`src/rtl/sar_pkg.sv`:
```
package sar_pkg;

  typedef enum logic [2:0] {
    ST_CAL,
    ST_IDLE,
    ST_ZERO,
    ST_SIGN,
    ST_TRIAL
  } ctrlState_t;

  // Strobes from the sequencer to the datapath
  typedef struct packed {
    logic clear;      // new conversion accepted: empty the trial register
    logic signStep;   // sign decision on this edge, MSB trial loaded
    logic trialStep;  // one magnitude decision on this edge
    logic latch;      // final decision: copy into the result latch
  } dpStrobe_t;

endpackage

```
`src/rtl/sar_datapath.sv`:
```
module sar_datapath
  import sar_pkg::*;
#(
  parameter int MAG_BITS = 12
) (
  input  logic                clk,
  input  logic                rstN,
  input  dpStrobe_t           strobe,
  input  logic                cmpIn,
  output logic [MAG_BITS-1:0] dacCode,
  output logic                dacSign,
  output logic                lastTrial,
  output logic [MAG_BITS:0]   resultOut
);

  localparam logic [MAG_BITS-1:0] TOP_BIT = {1'b1, {(MAG_BITS-1){1'b0}}};

  logic [MAG_BITS-1:0] sarReg;
  logic [MAG_BITS-1:0] trialMask;
  logic [MAG_BITS-1:0] sarNext;
  logic [MAG_BITS-1:0] maskNext;
  logic                signBit;
  logic [MAG_BITS:0]   resultReg;

  always_comb begin
    sarNext  = sarReg;
    maskNext = trialMask;
    if (strobe.clear) begin
      sarNext  = '0;
      maskNext = '0;
    end else if (strobe.signStep) begin
      sarNext  = TOP_BIT;
      maskNext = TOP_BIT;
    end else if (strobe.trialStep) begin
      maskNext = trialMask >> 1;
      sarNext  = (cmpIn ? sarReg : (sarReg & ~trialMask)) | maskNext;
    end
  end

  always_ff @(posedge clk or negedge rstN) begin
    if (!rstN) begin
      sarReg    <= '0;
      trialMask <= '0;
    end else begin
      sarReg    <= sarNext;
      trialMask <= maskNext;
    end
  end

  always_ff @(posedge clk or negedge rstN) begin
    if (!rstN) begin
      signBit <= 1'b0;
    end else if (strobe.clear) begin
      signBit <= 1'b0;
    end else if (strobe.signStep) begin
      signBit <= ~cmpIn;
    end
  end

  always_ff @(posedge clk or negedge rstN) begin
    if (!rstN) begin
      resultReg <= '0;
    end else if (strobe.latch) begin
      resultReg <= {signBit, sarNext};
    end
  end

  assign dacCode   = sarReg;
  assign dacSign   = signBit;
  assign lastTrial = trialMask[0];
  assign resultOut = resultReg;

endmodule

```
`src/rtl/sar_ctrl.sv`:
```
module sar_ctrl
  import sar_pkg::*;
#(
  parameter int CAL_CYCLES = 1399,
  parameter int AZ_CYCLES  = 26
) (
  input  logic      clk,
  input  logic      rstN,
  input  logic      csN,
  input  logic      wrN,
  input  logic      shN,
  input  logic      rdN,
  input  logic      autoZeroEn,
  input  logic      lastTrial,
  output dpStrobe_t strobe,
  output logic      eocOut,
  output logic      intN,
  output logic      rejectFlag
);

  localparam int CNT_MAX = (CAL_CYCLES > AZ_CYCLES) ? CAL_CYCLES : AZ_CYCLES;
  localparam int CNT_W   = $clog2(CNT_MAX + 1);
  localparam logic [CNT_W-1:0] CAL_LOAD = CNT_W'(CAL_CYCLES - 1);
  localparam logic [CNT_W-1:0] AZ_LOAD  = CNT_W'(AZ_CYCLES - 1);

  ctrlState_t      state, stateNext;
  logic [CNT_W-1:0] phaseCnt, phaseCntNext;
  logic             wrPrev, shPrev;
  logic             wrRise, shRise, startReq, useZero, readReq;
  logic             canStart, accept, drop, finish;

  // Strobe edge detection, qualified by chip-select
  always_ff @(posedge clk or negedge rstN) begin
    if (!rstN) begin
      wrPrev <= 1'b1;
      shPrev <= 1'b1;
    end else begin
      wrPrev <= wrN;
      shPrev <= shN;
    end
  end

  assign wrRise   = !csN && !wrPrev && wrN;
  assign shRise   = !csN && !shPrev && shN;
  assign startReq = wrRise || shRise;
  assign useZero  = autoZeroEn && wrRise && !shRise;
  assign readReq  = !csN && !rdN;

  assign canStart = (state == ST_IDLE) || (state == ST_ZERO);
  assign accept   = startReq && canStart;
  assign drop     = startReq && !canStart;
  assign finish   = (state == ST_TRIAL) && lastTrial;

  always_comb begin
    stateNext    = state;
    phaseCntNext = phaseCnt;
    if (accept) begin
      stateNext    = useZero ? ST_ZERO : ST_SIGN;
      phaseCntNext = useZero ? AZ_LOAD : '0;
    end else begin
      unique case (state)
        ST_CAL: begin
          if (phaseCnt == '0) stateNext = ST_IDLE;
          else                phaseCntNext = phaseCnt - 1'b1;
        end
        ST_ZERO: begin
          if (phaseCnt == '0) stateNext = ST_SIGN;
          else                phaseCntNext = phaseCnt - 1'b1;
        end
        ST_SIGN:  stateNext = ST_TRIAL;
        ST_TRIAL: if (lastTrial) stateNext = ST_IDLE;
        default:  stateNext = state;
      endcase
    end
  end

  always_ff @(posedge clk or negedge rstN) begin
    if (!rstN) begin
      state    <= ST_CAL;
      phaseCnt <= CAL_LOAD;
    end else begin
      state    <= stateNext;
      phaseCnt <= phaseCntNext;
    end
  end

  always_comb begin
    strobe           = '0;
    strobe.clear     = accept;
    strobe.signStep  = (state == ST_SIGN);
    strobe.trialStep = (state == ST_TRIAL);
    strobe.latch     = finish;
  end

  // Flags
  always_ff @(posedge clk or negedge rstN) begin
    if (!rstN) begin
      eocOut <= 1'b0;
    end else if (accept) begin
      eocOut <= 1'b0;
    end else if (finish || ((state == ST_CAL) && (phaseCnt == '0))) begin
      eocOut <= 1'b1;
    end
  end

  always_ff @(posedge clk or negedge rstN) begin
    if (!rstN) begin
      intN <= 1'b1;
    end else if (finish) begin
      intN <= 1'b0;
    end else if (accept || readReq) begin
      intN <= 1'b1;
    end
  end

  always_ff @(posedge clk or negedge rstN) begin
    if (!rstN) begin
      rejectFlag <= 1'b0;
    end else if (drop) begin
      rejectFlag <= 1'b1;
    end else if (readReq) begin
      rejectFlag <= 1'b0;
    end
  end

endmodule

```
`src/rtl/sign_sar_ctrl.sv`:
```
module sign_sar_ctrl
  import sar_pkg::*;
#(
  parameter int MAG_BITS   = 12,
  parameter int CAL_CYCLES = 1399,
  parameter int AZ_CYCLES  = 26
) (
  input  logic                clk,
  input  logic                rstN,
  input  logic                csN,
  input  logic                wrN,
  input  logic                shN,
  input  logic                rdN,
  input  logic                autoZeroEn,
  input  logic                cmpIn,
  output logic [MAG_BITS-1:0] dacCode,
  output logic                dacSign,
  output logic [MAG_BITS:0]   resultOut,
  output logic                eocOut,
  output logic                intN,
  output logic                rejectFlag
);

  dpStrobe_t strobe;
  logic      lastTrial;

  sar_ctrl #(
    .CAL_CYCLES(CAL_CYCLES),
    .AZ_CYCLES (AZ_CYCLES)
  ) u_ctrl (
    .clk       (clk),
    .rstN      (rstN),
    .csN       (csN),
    .wrN       (wrN),
    .shN       (shN),
    .rdN       (rdN),
    .autoZeroEn(autoZeroEn),
    .lastTrial (lastTrial),
    .strobe    (strobe),
    .eocOut    (eocOut),
    .intN      (intN),
    .rejectFlag(rejectFlag)
  );

  sar_datapath #(
    .MAG_BITS(MAG_BITS)
  ) u_dp (
    .clk      (clk),
    .rstN     (rstN),
    .strobe   (strobe),
    .cmpIn    (cmpIn),
    .dacCode  (dacCode),
    .dacSign  (dacSign),
    .lastTrial(lastTrial),
    .resultOut(resultOut)
  );

endmodule

```
`config.mk`:
```
export PLATFORM = sky130hd
export DESIGN_NAME = sign_sar_ctrl
export DESIGN_NICKNAME = d
export VERILOG_FILES = /design/src/rtl/sar_pkg.sv /design/src/rtl/sar_datapath.sv /design/src/rtl/sar_ctrl.sv /design/src/rtl/sign_sar_ctrl.sv
export SDC_FILE = /design/constraint.sdc
export NUM_CORES = 1
export LEC_CHECK = 0
export ABC_CLOCK_PERIOD_IN_PS = 3400
export BUFFER_PORTS_ARGS = -buffer_cell sky130_fd_sc_hd__buf_2
export CAP_MARGIN = 10
export CORE_UTILIZATION = 56
export CTS_BUF_LIST = sky130_fd_sc_hd__clkbuf_8
export DETAILED_ROUTE_END_ITERATION = 10
export GPL_ROUTABILITY_DRIVEN = 0
export PLACE_DENSITY_LB_ADDON = 0.05
export SLEW_MARGIN = 20
export SYNTH_ARGS = -nofsm -noshare
export SYNTH_HDL_FRONTEND = slang
export SYNTH_SLANG_ARGS = --single-unit
```
`constraint.sdc`:
```
create_clock -name clk -period 3.4 [get_ports clk]
set_input_delay 0.17 -clock clk [delete_from_list [all_inputs] [get_ports clk]]
set_output_delay 0.17 -clock clk [all_outputs]
set_load 0.02 [all_outputs]
```
==> reports/qor.yml <==
min_path:
  whs_endpoint: "u_ctrl.rejectFlag$_DFFE_PN0P_"
  hold_path_class: "primary input to flip-flop"
  min_path_cells: 3
  min-delay-start: "rdN"
sta:
  fin_ws_ps: 1110
  setup_viol: 0
  min_period_over_period_pct: 67.2
  fin_tns_setup_ps: 0
  fin_skew_ps: 10.9
  rsz0062_at_grt: "false"
  period_minus_slack_ps: 2290
  worstMarginPinSlew_ps: 845
  holdWs_ps: 85.1
  fmax_mhz: 437
  maxSlewViolCount: 0
  slew_headroom_pct: 43.3
  finalHoldViolCount: 0
route:
  ant_nets: 0
  drc: 0
  drt-initial-drc-count: 222
  viasPerCell: 5.72
  vias: 2412
  drt-total-wl_um: 6230
  dr.pass1.iters: 4
  routedWlPerCell_um: 14.8
synthesis:
  synth.area.top_cells: "dfrtp_1 (41%), dfstp_2 (9.2%), a21oi_1 (5.8%)"
  synth_top_family_by_area: "compound AO/OA/AOI/OAI gates"
  synth_nets: 324
  synth_compound_area_share_pct: 23.0
  synth-simple-area-share_pct: 19.7
  syn_area_mm2: 0.00286
  yosysSeqAreaShare_pct: 50.3
  synth-xor-area-share_pct: 1.22
  async_flop_share_pct: 100
  synth_top_area_cell: "dfrtp_1"
  synth.most_common_cell: "dfrtp_1"
  synth_flop_cell: "dfrtp_1"
  synth-seq-cells: 57
  netlist-cell-type-count: 56
  synth_common_cells: "dfrtp_1 (47), nand2_1 (38), nor2_1 (36)"
  synth_cells: 315
  muxShareOfSynthArea_pct: 1.14
  synthAdderAreaFrac_pct: 0.787
  synth_warnings: 0
  yosysTopAreaCellShare_pct: 41.1
  synth_edf_count: 0
  syn_avg_cell_area_um2: 9.08
pwr:
  cellPowerDensity_mw_per_mm2: 907
  ir_worst_vdd_mv: 0.489
  power_w: 0.00299
  p_leak_nw: 1.43
worst_setup_path:
  critPathArrivalTime_ps: 2510
  critPathTopFamily: "simple AND/OR/NAND/NOR gates"
  worst_setup_path_end_kind: "flip-flop"
  worstSetupStartpointType: "flip-flop"
  cpMaxStageDelayCell: "dfrtp_1"
  r2r_cells: 4
  crit-reg2reg-capture: "u_ctrl.phaseCnt[9]$_DFFE_PN0P_"
  worstPathMaxFanout: 28
  timing.rr.start: "u_ctrl.state[2]$_DFFE_PN0P_"
  slowest_delay_ps: 680
  worstPathCellList: "or4_4, or3_4, or2_4, o31ai_1"
  critPathRequiredTime_ps: 3620
  worstSetupPathType: "flip-flop to flip-flop"
  path_buf_inv: 0
  reg2reg_slack_ps: 1110
outcome:
  outcome: "finished, final reports clean"
clocking:
  root_buffer: "clkbuf_8"
  cts_resized: 0
  holdBufCountCts: 3
  cts_setup_buffers: 0
  clk_latency_ps: 330
  htree_num_levels: 3
  numCtsBuffers: 9
  cts.sinks: 57
  clk_pin_slew_ps: 70
  clock_path_buffers: 2
  cts_tree: "done"
global_route:
  grt_first_pass_wirelength_um: 10600
  grtUsageTotal_pct: 26.4
  grt_pass1_vias: 2200
  grt_max_degree: 30
  antenna_found_initial: 0
  overflow: 0
place:
  place_ws_ps: 1100
  dpl.hpwl_um: 4050
  port_buffers: 36
floorplan:
  fp.dieArea_mm2: 0.00540
  row_count: 25
  die_h_um: 73.5
  initial_utilization_pct: 59.4
  ioPinCount: 37
  die_w_um: 73.5
  design.core.area_mm2: 0.00482
layout:
  nFillCells: 408
  drive_gt1_share_pct: 20.6
  final_nets: 359
  final_core_util_pct: 68.5
  syn_to_final_growth_pct: 15.4
  antennaDiodeCount: 0
run:
  drv_cap: 0
-- routing by layer --
| layer | routed length, um | GRT usage [%] | up-vias |
|---|---|---|---|
| li1 | - | - | 1191 |
| met1 | 3230 | 40.4 | 1141 |
| met2 | 2610 | 35.9 | 68 |
| met3 | 302 | 7.00 | 12 |
| met4 | 89 | 9.40 | 0 |
| met5 | 0 | 0 | - |
-- area by class of cell --
class | instances | area [um^2] | area share (%)
Clock inverter | 6 | 51.3 | 1.55
Inverter | 8 | 30.0 | 0.910
Timing Repair Buffer | 43 | 240 | 7.28
Tap cell | 67 | 83.8 | 2.54
Clock buffer | 10 | 138 | 4.17
Sequential cell | 57 | 1440 | 43.6
Multi-Input combinational cell | 231 | 1320 | 39.9
-- logic make-up (layout without fill, tap and decap cells) --
family,after synthesis,in the layout
AO/OA/AOI/OAI,107,107
XOR/XNOR,4,4
adder cells (fa/ha/maj),2,2
buffers and inverters,27,67
flip-flops,57,57
multiplexers,3,3
AND/OR/NAND/NOR,115,115
-- report_power, final --
| part | leakage (nW) | switching [W] | internal, W | total, W |
|---|---|---|---|---|
| Clock | 0.110 | 0.000261 | 0.000348 | 0.000609 |
| Combinational | 0.642 | 0.000750 | 0.000438 | 0.00119 |
| Sequential | 0.674 | 0.000261 | 0.000935 | 0.00120 |
-- per-stage QoR --
| step | cell area (um^2) | instances |
|---|---|---|
| finish | 3300 | 422 |
| global route | 3300 | 422 |
| CTS | 3300 | 422 |
| detailed placement | 3080 | 403 |
| global placement | 3080 | 403 |
| floorplan | 2860 | 315 |
-- how the worst max path moves through the flow --
| stage | startpoint | endpoint | slack, ps | cells past startpoint |
|---|---|---|---|---|
| 2_1_floorplan | u_ctrl.state[0]$_DFFE_PN0P_ | u_ctrl.phaseCnt[5]$_DFFE_PN1P_ | 1520 | 5 |
| 3_3_place_gp | u_ctrl.state[2]$_DFFE_PN0P_ | u_ctrl.phaseCnt[5]$_DFFE_PN1P_ | 1200 | 4 |
| 3_5_place_dp | u_ctrl.state[2]$_DFFE_PN0P_ | u_ctrl.phaseCnt[7]$_DFFE_PN0P_ | 1100 | 4 |
| 4_1_cts | u_ctrl.state[2]$_DFFE_PN0P_ | u_ctrl.phaseCnt[9]$_DFFE_PN0P_ | 1120 | 4 |
| 5_1_grt | u_ctrl.state[2]$_DFFE_PN0P_ | u_ctrl.phaseCnt[9]$_DFFE_PN0P_ | 950 | 4 |
| 6_report | u_ctrl.state[2]$_DFFE_PN0P_ | u_ctrl.phaseCnt[9]$_DFFE_PN0P_ | 1110 | 4 |
-- sequential cells by signal, indices dropped and copies added, names as in the netlist --
signal and flops:
u_dp.resultOut 13, u_dp.dacCode 12, u_dp.trialMask 12, u_ctrl.phaseCnt 11, u_ctrl.state 3, u_ctrl.eocOut 1
u_ctrl.intN 1, u_ctrl.rejectFlag 1, u_ctrl.shPrev 1, u_ctrl.wrPrev 1, u_dp.dacSign 1
-- cells in the final DEF (no fill, tap or decap), types with 3 or more instances in the layout --
cell type,count
o211ai_1,3
nor3_1,3
dfstp_2,10
inv_1,10
and2_1,10
nor2_1,36
nand2_1,38
a21oi_1,33
buf_4,4
o311ai_0,3
dlygate4sd3_1,3
or3_1,3
o21ai_0,26
buf_2,36
nand2b_1,5
clkbuf_8,10
a211oi_1,3
nor2b_1,3
a21boi_0,10
dfrtp_1,47
o22ai_1,10
o31ai_1,3
-- worst min-delay path, cell delays in order --
cell	delay, ps
buf_2	80
o21ai_0	60
o21ai_0	70
Note: power is estimated with default switching activity, not from simulation.
